`src/rtl/lvds_wa_pkg.sv`:
```
package lvds_wa_pkg;
  typedef enum logic [1:0] {
    SZ_12  = 2'b00,
    SZ_14  = 2'b01,
    SZ_16  = 2'b10,
    SZ_CRC = 2'b11
  } size_code_e;

  localparam int unsigned LEN_SHORT = 12;
  localparam int unsigned LEN_MID   = 14;
  localparam int unsigned LEN_FULL  = 16;
  localparam int unsigned LEN_CRC   = 32;
  localparam int unsigned OUT_W     = LEN_FULL;
  localparam int unsigned ACC_W     = LEN_CRC;
  localparam int unsigned LEN_W     = $clog2(ACC_W) + 1;
  localparam int unsigned BEAT_W    = OUT_W + 2;
endpackage

```
`src/rtl/lvds_wa_aligner.sv`:
```
module lvds_wa_aligner #(
  parameter int unsigned SLICE_W = 8
) (
  input  logic               clk_i,
  input  logic               rst_ni,
  input  logic [SLICE_W-1:0] data_i,
  input  logic [SLICE_W-1:0] frame_i,
  input  logic [SLICE_W-1:0] valid_i,
  output logic [SLICE_W-1:0] al_data_o,
  output logic [SLICE_W-1:0] al_frame_o,
  output logic [SLICE_W-1:0] al_valid_o
);
  localparam int unsigned SLIP_W = $clog2(SLICE_W);
  localparam int unsigned WIN_W  = 2 * SLICE_W;
  localparam logic [SLICE_W-1:0] IDLE_PAT = {{(SLICE_W/2){1'b1}}, {(SLICE_W/2){1'b0}}};

  logic [SLICE_W-1:0] raw_d_q, raw_f_q, raw_v_q;
  logic [SLICE_W-1:0] prv_d_q, prv_f_q, prv_v_q;
  logic [WIN_W-1:0]   win_d, win_f, win_v;
  logic               hit, elig;
  logic [SLIP_W-1:0]  cand;
  logic               have_q, locked_q;
  logic [SLIP_W-1:0]  cand_q, slip_q;
  logic [SLICE_W-1:0] al_d_q, al_f_q, al_v_q;

  always_ff @(posedge clk_i or negedge rst_ni) begin
    if (!rst_ni) begin
      raw_d_q <= '0; raw_f_q <= '0; raw_v_q <= '0;
      prv_d_q <= '0; prv_f_q <= '0; prv_v_q <= '0;
    end else begin
      raw_d_q <= data_i; raw_f_q <= frame_i; raw_v_q <= valid_i;
      prv_d_q <= raw_d_q; prv_f_q <= raw_f_q; prv_v_q <= raw_v_q;
    end
  end

  assign win_d = {prv_d_q, raw_d_q};
  assign win_f = {prv_f_q, raw_f_q};
  assign win_v = {prv_v_q, raw_v_q};
  assign elig  = ~|win_v;

  // lowest rotation that shows the idle frame pattern
  always_comb begin
    hit  = 1'b0;
    cand = '0;
    for (int s = 0; s < SLICE_W; s++) begin
      if (!hit && win_f[s +: SLICE_W] == IDLE_PAT) begin
        hit  = 1'b1;
        cand = SLIP_W'(s);
      end
    end
  end

  always_ff @(posedge clk_i or negedge rst_ni) begin
    if (!rst_ni) begin
      have_q   <= 1'b0;
      cand_q   <= '0;
      locked_q <= 1'b0;
      slip_q   <= '0;
    end else if (elig) begin
      if (hit) begin
        if (have_q && cand_q == cand && !locked_q) begin
          locked_q <= 1'b1;
          slip_q   <= cand;
        end
        have_q <= 1'b1;
        cand_q <= cand;
      end else begin
        have_q <= 1'b0;
      end
    end
  end

  always_ff @(posedge clk_i or negedge rst_ni) begin
    if (!rst_ni) begin
      al_d_q <= '0; al_f_q <= '0; al_v_q <= '0;
    end else if (locked_q) begin
      al_d_q <= win_d[slip_q +: SLICE_W];
      al_f_q <= win_f[slip_q +: SLICE_W];
      al_v_q <= win_v[slip_q +: SLICE_W];
    end else begin
      al_d_q <= '0; al_f_q <= '0; al_v_q <= '0;
    end
  end

  assign al_data_o  = al_d_q;
  assign al_frame_o = al_f_q;
  assign al_valid_o = al_v_q;


  slip_hold_chk: assert property (@(posedge clk_i) disable iff (!rst_ni)
    locked_q |=> locked_q && $stable(slip_q));


  unlocked_quiet_chk: assert property (@(posedge clk_i) disable iff (!rst_ni)
    !locked_q |=> al_v_q == '0);
endmodule

```
`src/rtl/lvds_wa_packer.sv`:
```
module lvds_wa_packer
  import lvds_wa_pkg::*;
#(
  parameter int unsigned SLICE_W = 8
) (
  input  logic               clk_i,
  input  logic               rst_ni,
  input  logic [SLICE_W-1:0] al_data_i,
  input  logic [SLICE_W-1:0] al_frame_i,
  input  logic [SLICE_W-1:0] al_valid_i,
  output logic               cl_vld_o,
  output logic [ACC_W-1:0]   cl_bits_o,
  output logic [LEN_W-1:0]   cl_len_o,
  output logic               cl_crc_o
);
  localparam logic [LEN_W-1:0] LEN_MAX = {LEN_W{1'b1}};

  logic [ACC_W-1:0] acc_q, acc_n;
  logic [LEN_W-1:0] cnt_q, cnt_n;
  logic             inw_q, inw_n;
  logic             fprev_q, fprev_n;
  logic             vprev_q, vprev_n;
  logic             crcrun_q, crcrun_n;
  logic             nextcrc_q, nextcrc_n;
  logic             cv_n, cc_n;
  logic [ACC_W-1:0] cb_n;
  logic [LEN_W-1:0] cl_n;
  logic             cl_vld_q, cl_crc_q;
  logic [ACC_W-1:0] cl_bits_q;
  logic [LEN_W-1:0] cl_len_q;

  // bit-serial walk over one slice, earliest bit first
  always_comb begin
    logic v, f, rise;
    acc_n     = acc_q;
    cnt_n     = cnt_q;
    inw_n     = inw_q;
    fprev_n   = fprev_q;
    vprev_n   = vprev_q;
    crcrun_n  = crcrun_q;
    nextcrc_n = nextcrc_q;
    cv_n      = 1'b0;
    cb_n      = '0;
    cl_n      = '0;
    cc_n      = 1'b0;
    for (int j = SLICE_W - 1; j >= 0; j--) begin
      v    = al_valid_i[j];
      f    = al_frame_i[j];
      rise = f & ~fprev_n;
      if (inw_n && (!v || rise)) begin
        cv_n  = 1'b1;
        cb_n  = acc_n;
        cl_n  = cnt_n;
        cc_n  = crcrun_n;
        inw_n = 1'b0;
      end
      if (v && !vprev_n) crcrun_n = nextcrc_n;
      if (vprev_n && !v) nextcrc_n = ~crcrun_n;
      if (v && rise) begin
        inw_n = 1'b1;
        acc_n = '0;
        cnt_n = '0;
      end
      if (v && inw_n) begin
        acc_n = {acc_n[ACC_W-2:0], al_data_i[j]};
        if (cnt_n != LEN_MAX) cnt_n = cnt_n + 1'b1;
      end
      fprev_n = f;
      vprev_n = v;
    end
  end

  always_ff @(posedge clk_i or negedge rst_ni) begin
    if (!rst_ni) begin
      acc_q     <= '0;
      cnt_q     <= '0;
      inw_q     <= 1'b0;
      fprev_q   <= 1'b1;
      vprev_q   <= 1'b0;
      crcrun_q  <= 1'b0;
      nextcrc_q <= 1'b0;
      cl_vld_q  <= 1'b0;
      cl_bits_q <= '0;
      cl_len_q  <= '0;
      cl_crc_q  <= 1'b0;
    end else begin
      acc_q     <= acc_n;
      cnt_q     <= cnt_n;
      inw_q     <= inw_n;
      fprev_q   <= fprev_n;
      vprev_q   <= vprev_n;
      crcrun_q  <= crcrun_n;
      nextcrc_q <= nextcrc_n;
      cl_vld_q  <= cv_n;
      cl_bits_q <= cb_n;
      cl_len_q  <= cl_n;
      cl_crc_q  <= cc_n;
    end
  end

  assign cl_vld_o  = cl_vld_q;
  assign cl_bits_o = cl_bits_q;
  assign cl_len_o  = cl_len_q;
  assign cl_crc_o  = cl_crc_q;


  word_nonempty_chk: assert property (@(posedge clk_i) disable iff (!rst_ni)
    cl_vld_q |-> cl_len_q != '0);
endmodule

```
`src/rtl/lvds_wa_formatter.sv`:
```
module lvds_wa_formatter
  import lvds_wa_pkg::*;
(
  input  logic              clk_i,
  input  logic              rst_ni,
  input  logic              cl_vld_i,
  input  logic [ACC_W-1:0]  cl_bits_i,
  input  logic [LEN_W-1:0]  cl_len_i,
  input  logic              cl_crc_i,
  output logic              beat_vld_o,
  output logic [BEAT_W-1:0] beat_data_o
);
  logic             d_vld, pend;
  logic [OUT_W-1:0] d_data, pend_lo;
  size_code_e       d_code;
  logic             d_vld_q, pend_q;
  logic [OUT_W-1:0] d_data_q, pend_lo_q;
  size_code_e       d_code_q;
  logic              o_vld_q;
  logic [BEAT_W-1:0] o_data_q;

  always_comb begin
    d_vld   = 1'b0;
    d_data  = '0;
    d_code  = SZ_12;
    pend    = 1'b0;
    pend_lo = pend_lo_q;
    if (pend_q) begin
      d_vld  = 1'b1;
      d_data = pend_lo_q;
      d_code = SZ_CRC;
    end else if (cl_vld_i) begin
      if (cl_crc_i) begin
        if (cl_len_i == LEN_W'(LEN_CRC)) begin
          d_vld   = 1'b1;
          d_data  = cl_bits_i[ACC_W-1 -: OUT_W];
          d_code  = SZ_CRC;
          pend    = 1'b1;
          pend_lo = cl_bits_i[OUT_W-1:0];
        end
      end else if (cl_len_i == LEN_W'(LEN_SHORT)) begin
        d_vld  = 1'b1;
        d_data = {cl_bits_i[LEN_SHORT-1:0], {(OUT_W-LEN_SHORT){1'b0}}};
        d_code = SZ_12;
      end else if (cl_len_i == LEN_W'(LEN_MID)) begin
        d_vld  = 1'b1;
        d_data = {cl_bits_i[LEN_MID-1:0], {(OUT_W-LEN_MID){1'b0}}};
        d_code = SZ_14;
      end else if (cl_len_i == LEN_W'(LEN_FULL)) begin
        d_vld  = 1'b1;
        d_data = cl_bits_i[LEN_FULL-1:0];
        d_code = SZ_16;
      end
    end
  end

  always_ff @(posedge clk_i or negedge rst_ni) begin
    if (!rst_ni) begin
      d_vld_q   <= 1'b0;
      d_data_q  <= '0;
      d_code_q  <= SZ_12;
      pend_q    <= 1'b0;
      pend_lo_q <= '0;
      o_vld_q   <= 1'b0;
      o_data_q  <= '0;
    end else begin
      d_vld_q   <= d_vld;
      d_data_q  <= d_data;
      d_code_q  <= d_code;
      pend_q    <= pend;
      pend_lo_q <= pend_lo;
      o_vld_q   <= d_vld_q;
      if (d_vld_q) o_data_q <= {d_code_q, d_data_q};
    end
  end

  assign beat_vld_o  = o_vld_q;
  assign beat_data_o = o_data_q;


  crc_pair_chk: assert property (@(posedge clk_i) disable iff (!rst_ni)
    d_vld_q && d_code_q == SZ_CRC && pend_q |=> d_vld_q && d_code_q == SZ_CRC && !pend_q);


  crc_gap_chk: assert property (@(posedge clk_i) disable iff (!rst_ni)
    pend_q |-> !cl_vld_i);


  drop_len_chk: assert property (@(posedge clk_i) disable iff (!rst_ni)
    cl_vld_i && !cl_crc_i && !pend_q && cl_len_i != LEN_W'(LEN_SHORT)
      && cl_len_i != LEN_W'(LEN_MID) && cl_len_i != LEN_W'(LEN_FULL) |=> !d_vld_q);
endmodule

```
`src/rtl/lvds_word_assembler.sv`:
```
module lvds_word_assembler
  import lvds_wa_pkg::*;
#(
  parameter int unsigned SLICE_W = 8
) (
  input  logic               clk_i,
  input  logic               rst_ni,
  input  logic [SLICE_W-1:0] data_i,
  input  logic [SLICE_W-1:0] frame_i,
  input  logic [SLICE_W-1:0] valid_i,
  output logic               m_tvalid_o,
  output logic [BEAT_W-1:0]  m_tdata_o
);
  logic [SLICE_W-1:0] al_d, al_f, al_v;
  logic               cl_vld, cl_crc;
  logic [ACC_W-1:0]   cl_bits;
  logic [LEN_W-1:0]   cl_len;

  lvds_wa_aligner #(.SLICE_W(SLICE_W)) u_aligner (
    .clk_i      (clk_i),
    .rst_ni     (rst_ni),
    .data_i     (data_i),
    .frame_i    (frame_i),
    .valid_i    (valid_i),
    .al_data_o  (al_d),
    .al_frame_o (al_f),
    .al_valid_o (al_v)
  );

  lvds_wa_packer #(.SLICE_W(SLICE_W)) u_packer (
    .clk_i      (clk_i),
    .rst_ni     (rst_ni),
    .al_data_i  (al_d),
    .al_frame_i (al_f),
    .al_valid_i (al_v),
    .cl_vld_o   (cl_vld),
    .cl_bits_o  (cl_bits),
    .cl_len_o   (cl_len),
    .cl_crc_o   (cl_crc)
  );

  lvds_wa_formatter u_formatter (
    .clk_i       (clk_i),
    .rst_ni      (rst_ni),
    .cl_vld_i    (cl_vld),
    .cl_bits_i   (cl_bits),
    .cl_len_i    (cl_len),
    .cl_crc_i    (cl_crc),
    .beat_vld_o  (m_tvalid_o),
    .beat_data_o (m_tdata_o)
  );
endmodule

```
`config.mk`:
```
export PLATFORM = sky130hd
export DESIGN_NAME = lvds_word_assembler
export DESIGN_NICKNAME = d
export VERILOG_FILES = /design/src/rtl/lvds_wa_pkg.sv /design/src/rtl/lvds_wa_aligner.sv /design/src/rtl/lvds_wa_packer.sv /design/src/rtl/lvds_wa_formatter.sv /design/src/rtl/lvds_word_assembler.sv
export SDC_FILE = /design/constraint.sdc
export NUM_CORES = 1
export LEC_CHECK = 0
export BUFFER_PORTS_ARGS = -buffer_cell sky130_fd_sc_hd__buf_4
export CAP_MARGIN = 25
export CORE_AREA = 2 2 196 198
export CTS_CLUSTER_DIAMETER = 50
export CTS_CLUSTER_SIZE = 25
export DETAILED_ROUTE_END_ITERATION = 8
export DIE_AREA = 0 0 198 200
export SYNTH_ARGS = -nofsm -noshare
export SYNTH_HDL_FRONTEND = slang
export SYNTH_SLANG_ARGS = --single-unit
export TNS_END_PERCENT = 20
```
`constraint.sdc`:
```
create_clock -name clk_i -period 8.89 [get_ports clk_i]
set_input_delay 2.2225 -clock clk_i [delete_from_list [all_inputs] [get_ports clk_i]]
set_output_delay 2.2225 -clock clk_i [all_outputs]
set_load 0.005 [all_outputs]
```
Yosys cells after proc, flatten, opt, wreduce, memory -nomap -nowiden
Index checks and enable logic that the tools add are counted.

operators by class
  bitwise gates (word level) = 26
  multipliers = 0
  $add $sub $neg = 8
  div/mod/pow operators = 0
  equality and inequality tests = 21
  multiplexer cells = 147
  reductions and logical operators = 78
  magnitude comparators = 0
  shifts and indexed selects = 3

operators with widths
  kind                 number
  $mux 32              24
  $mux 6               32
  $mux 16              7
  $mux 1               68
  $eq 8x8->1 const B   8
  $logic_and 1x1->1    49
  $add 6x1->6 const B  8
  $ne 6x6->1 const B   8
  $shiftx 16x4->8      3
  $mux 8               3
  $mux 2               9
  $not 1->1            18
  $logic_not 1->1      17
  $reduce_or 16->1     1
  $eq 6x4->1 const B   2
  $mux 3               4
  $and 1x1->1          8
  $logic_or 1x1->1     8
  $eq 6x5->1 const B   1
  $eq 6x6->1 const B   1
  $reduce_and 4->1     1
  $eq 3x3->1           1
  $reduce_and 3->1     1
  $reduce_and 2->1     1

word-level totals
  bits in writable memories = 0
  register bits after elaboration = 218
  latch bits = 0
  bits in read-only memories = 0
  word-level logic and storage cells = 314
  memories = 0

Depth between registers and ports, before layout
  depth after elaboration = 36
  gate-level depth with buffers = 50

Modules after synthesis
A second synthesis with hierarchy kept.

unflattened totals
  cell total of the unflattened synthesis = 2178
  area total of the unflattened synthesis = 17206.5 µm²

modules (own cells, without submodules)
  module             cells an instance  seq. area each (µm²)  area each (µm²)  instances
  lvds_wa_packer     1757               2078.2                11319.6          1
  lvds_wa_aligner    228                1951.9                3463.3           1
  lvds_wa_formatter  193                1376.3                2423.6           1

Least setup slack after synthesis
No wires, ideal clock.

  path type = register to register
  start point = register u_aligner.al_v_q[7] (netlist: u_aligner.al_valid_o[7])
  end point = register u_packer.cnt_q[1]
  data arrival time = 9.746 ns
  setup time = 0.127 ns
  buffers on the path = 2
  path slack = -0.984 ns
  stages on the path, launching flop included = 51
  cell sequence = dfrtp_1 buf_2 nand3b_1 and2_1 ha_1 buf_2 nand4_1 and2_1 o21ai_1 nor2_1 ha_1 o211ai_1 a21bo_2 o31ai_1 a21oi_1 nor2_1 ha_1 nand3_1 [... 15 more ...] a31oi_2 mux2i_1 nor2_1 ha_1 and3_1 a31oi_2 mux2i_1 nor2_1 ha_1 nor3b_1 o211a_1 a21oi_1 mux2i_1 nor2_1 ha_1 and2_1 a31o_2 mux2_1

between the ends
  cells in the longest elaborated chain, start to end = 35

ends and longest elaborated chain
  what                                                                  line                   source
  from (decl)                                                           lvds_wa_aligner.sv:24  logic [SLICE_W-1:0] al_d_q, al_f_q, al_v_q;
  from (signal assigned)                                                lvds_wa_aligner.sv:79  al_v_q <= win_v[slip_q +: SLICE_W];
  parallel branches: the longest is 34 deep, another holds $add 6x1->6  -
  $mux 6 (*)                                                            lvds_wa_packer.sv:64   if (v && inw_n) begin
  via u_packer.cnt_n[1]                                                 lvds_wa_packer.sv:19   logic [LEN_W-1:0] cnt_q, cnt_n;
  to (signal assigned)                                                  lvds_wa_packer.sv:88   cnt_q <= cnt_n;
  to (decl)                                                             lvds_wa_packer.sv:19

Mark *: on every way through the listed nets, which the timed path passes.
A chain may end at the register's enable or synchronous reset.

Worst setup path in the final report
  start point = register u_packer.fprev_q
  end point = register u_packer.cnt_q[1]

between the ends
  cells in the longest elaborated chain, start to end = 36

ends and longest elaborated chain
  what                                                                  line                  source
  from (decl)                                                           lvds_wa_packer.sv:21  logic fprev_q, fprev_n;
  from (signal assigned)                                                lvds_wa_packer.sv:90  fprev_q <= fprev_n;
  $not 1->1 (*)                                                         lvds_wa_packer.sv:49  rise = f & ~fprev_n;
  $and 1x1->1 (*)                                                       lvds_wa_packer.sv:49
  parallel branches: the longest is 33 deep, another holds $add 6x1->6  -
  $mux 6 (*)                                                            lvds_wa_packer.sv:64
  via u_packer.cnt_n[1]                                                 lvds_wa_packer.sv:19

Marked as above.

==> run summary <==
• finished, violations left — run status
• design-rule violations, negative setup slack — violated checks
• 18.0k — vias in the first global route
• 45 — IO Count
• 45 — R2R depth
• 17.9% — signed area change from the synthesized netlist to the final layout
• sky130_fd_sc_hd__nand2_1 — most frequent standard cell in the layout excluding fill and tap cells
• reg2reg — type of the most critical hold path
• 9.02 ns — Min Clock Period, post-route
• 1 — deepest level of the CTS H-tree
• 0 — EDFF count, synth
• 200 um — Die H
• 198 um — Die Wd
• 0 — cts-stage hold buffer count
• 1.04 — routability cong.
• 9 — detailed-router iteration count before antenna repair
• 6 — antenna violations before repair
• -0.13 ns — setup slack of the most critical reg-to-reg path
• 100% — share of synthesized flip-flops with an asynchronous set or reset
• 8.04 um2 — Avg Inst Size Synth
• 0.0184 mm2 — placed standard-cell area
• flip-flop — type of element launching the critical path
• sky130_fd_sc_hd__ha_2 — library cell appearing most often on the critical path
• 6.85 — DR vias/cell
• 0.0299 ns — setup clock skew after layout
• 0 — number of nets still failing antenna checks after routing
• 0 — Max Transition Viols Final
• 26 — Num CTS Buffers
• 0.53 ns — biggest cell delay along the critical path
• 32.5% — sequential share of the synthesized area
• 111 MHz — maximum achievable frequency
• 216 — sinks on the clock net
• 0.0196 mm2 — fin area
• 115 mW/mm2 — total power divided by cell area
• 3 — final setup fails
• 26.7 um — routed wire length per instance
• 89 — maximum number of pins on one net before global-route repair
• 2273 — number of violations reported at the end of detailed-routing iteration 0
• 71900 um — WL final
• 7.74 nW — leakage dissipation
• 4 — maximum net fanout on the critical path
• 44 — Port Buffer Count
• 2690 — number of cells in the finished layout apart from fillers
• 32.3% — share of the synthesized area in the top cell type
• -0.326 ns — setup slack after placement
• 71 — row cnt
• 36.7% — aggregate global-route resource usage
• sky130_fd_sc_hd__dfrtp_1 — leading area contributor after synthesis
• 3 — largest buffer count on any clock path
• 19.7% — share of cells above drive strength 1
• 101% — period utilization
• 0 — number of maximum-capacitance constraint violations
• 0 — worst hold path stage count
• 2071 — Synth Instances
• 0 — GR Overflow Total
• sky130_fd_sc_hd__clkbuf_16 — CTS Root Cell
• 0 — Final Hold Viols
• 9.47 ns — worst endpoint data arrival time
• 0 — Inserted Diodes
• yes — RSZ-0062 raised after global routing
• -0.131 ns — worst setup margin
• 216 — #FFs+latches synth
• 2193 — final net count
• sky130_fd_sc_hd__dfrtp_1, sky130_fd_sc_hd__o21ai_0, sky130_fd_sc_hd__a21oi_1 — leading post-synthesis cells by cell area
• 0 — yosys synthesis warning count
• 0.0374 mm2 — Core Region
• sky130_fd_sc_hd__dfrtp_1 — Post-synth top flop
• 0.192 mV — worst-case vdd ir drop
• flip-flop — crit path capture type
• 0.07 ns — clock transition at the registers of the reported paths
• 3 — DR DRC count
• sky130_fd_sc_hd__nand2_1, sky130_fd_sc_hd__buf_4, sky130_fd_sc_hd__dfrtp_1 — highest-count cells in the layout ignoring fill and taps
• u_packer.cnt_q[1] — worst r2r dst
• reg2reg — critical path type
• 0.0166 mm2 — post-synthesis cell area
• 9.34 ns — required arrival time at the worst endpoint
• 0.0396 mm2 — Die ar.
• 94 — Netlist cell types
• 51500 um — detailed placement HPWL
• -0.222 ns — final sum of negative setup slack
• 0.57 ns — Clock Latency Late Sink
• 2617 — number of cells in the design after placement
• u_packer.fprev_q — origin of the critical flop-to-flop path
• 1.03 ns — slew of the pin with the lowest slew margin
• u_aligner.prv_d_q[1] — hold endpoint
• built — CTS tree
• 18.4k — via count
• 110000 um — wire length of the first global-routing pass
• 2105 — number of nets in the synthesized netlist
• 44.5% — starting density of the core
• sky130_fd_sc_hd__dfstp_2 — cell at the slowest stage of the critical path
• 30.9% — worst slew margin relative to its limit
• u_aligner.raw_d_q[1] — worst hold start
==> metal layers <==
layer,track usage (%),share of wire (%),up-vias
li1,-,-,8020
met1,47.3,39,8914
met2,56.0,44,1153
met3,7.59,9.2,330
met4,24.9,8.0,12
met5,0,0.12,-
==> how the worst max path moves through the flow <==
stage / start / to / slack (ns) / depth (start not counted)
3_3_place_gp: u_packer.fprev_q / u_packer.cnt_q[1] / -0.1 / 45
4_1_cts: u_packer.fprev_q / u_packer.cnt_q[1] / 0.02 / 50
2_1_floorplan: u_aligner.al_valid_o[7] / u_packer.cnt_q[1] / -0.37 / 50
6_report: u_packer.fprev_q / u_packer.cnt_q[1] / -0.13 / 45
5_1_grt: u_packer.fprev_q / u_packer.cnt_q[1] / -0.67 / 50
3_5_place_dp: u_packer.fprev_q / u_packer.cnt_q[1] / -0.33 / 48
==> final cells by class <==
type,count,area (um2)
tap,511,639
clock inverter,20,305
sequential,216,5410
inverter,20,75.1
timing repair buffer,227,1790
clock buffer,28,689
fill,3528,17800
multi-input combinational,1668,10700
==> flip-flops by register name, summed over array words and instances (netlist names), 2 cells and up <==
signal                   flops
u_packer.cnt_q               6
u_formatter.d_code_q         2
u_aligner.al_valid_o         8
u_aligner.slip_q             3
u_packer.acc_q              32
u_aligner.raw_f_q            8
u_aligner.prv_f_q            7
u_formatter.d_data_q        16
u_aligner.prv_d_q            7
u_aligner.raw_v_q            8
u_packer.cl_len_o            6
u_formatter.pend_lo_q       16
u_aligner.cand_q             3
u_aligner.raw_d_q            8
u_aligner.al_data_o          8
u_aligner.prv_v_q            8
u_packer.cl_bits_o          32
u_aligner.al_frame_o         8
u_formatter.beat_data_o     18
==> cell usage after synthesis (18+ instances only) <==
cell / count
sky130_fd_sc_hd__a31oi_1: 31
sky130_fd_sc_hd__o22ai_1: 56
sky130_fd_sc_hd__clkbuf_1: 138
sky130_fd_sc_hd__inv_1: 18
sky130_fd_sc_hd__nor2_1: 195
sky130_fd_sc_hd__mux2_2: 43
sky130_fd_sc_hd__nand2_1: 227
sky130_fd_sc_hd__nor2b_1: 35
sky130_fd_sc_hd__nor3_1: 56
sky130_fd_sc_hd__o21ai_0: 189
sky130_fd_sc_hd__mux2i_1: 64
sky130_fd_sc_hd__nand3_1: 81
sky130_fd_sc_hd__o211ai_1: 37
sky130_fd_sc_hd__and3_1: 24
sky130_fd_sc_hd__mux4_2: 24
sky130_fd_sc_hd__a211oi_1: 32
sky130_fd_sc_hd__a21oi_1: 185
sky130_fd_sc_hd__dfrtp_1: 215
sky130_fd_sc_hd__a22oi_1: 62
==> through the flow <==
step / utilization [%] / power [mW] / hold WS [ns]
finish: 52.5 / 2.25 / 0.366
global placement: 49.0 / 1.07 / 0.365
detailed placement: 49.1 / 1.07 / 0.364
floorplan: - / 1.04 / 0.352
global route: 52.5 / 2.31 / 0.371
CTS: 52.3 / 2.27 / 0.370
==> worst max-delay path, delay by kind of cell, from the launching register on <==
family / cells / cell delay (ns)
buffers and inverters: 4 / 0.51
AO/OA/AOI/OAI: 15 / 2.94
AND/OR/NAND/NOR: 15 / 2.78
adder cells (fa/ha/maj): 6 / 1.18
flip-flops: 1 / 0.53
XOR/XNOR: 2 / 0.31
multiplexers: 3 / 0.65
==> power breakdown <==
group | switching [mW] | total [mW] | internal [mW] | leakage [nW]
Clock | 0.526 | 1.20 | 0.670 | 0.487
Combinational | 0.0317 | 0.0527 | 0.0210 | 4.35
Sequential | 0.0102 | 1.00 | 0.993 | 2.91
==> repair_timing <==
item,4_1_cts,5_1_grt
pin swaps,20,0
buffers inserted,20,0
endpoints found under the hold margin,0,0
setup endpoints to repair,6,8
gates resized for setup,6,3
==> cell families after synthesis <==
group / Yosys count / synth area share, %
AOI/OAI and AO/OA: 778 / 30.6
and+or+nand+nor: 737 / 21.2
DFF: 216 / 32.5
buffers and inverters: 187 / 4.34
muxes: 133 / 10.2
xor gates and xnor gates: 12 / 0.631
adders and majority gates: 8 / 0.601
No activity file was read; power rests on OpenSTA's default activity.
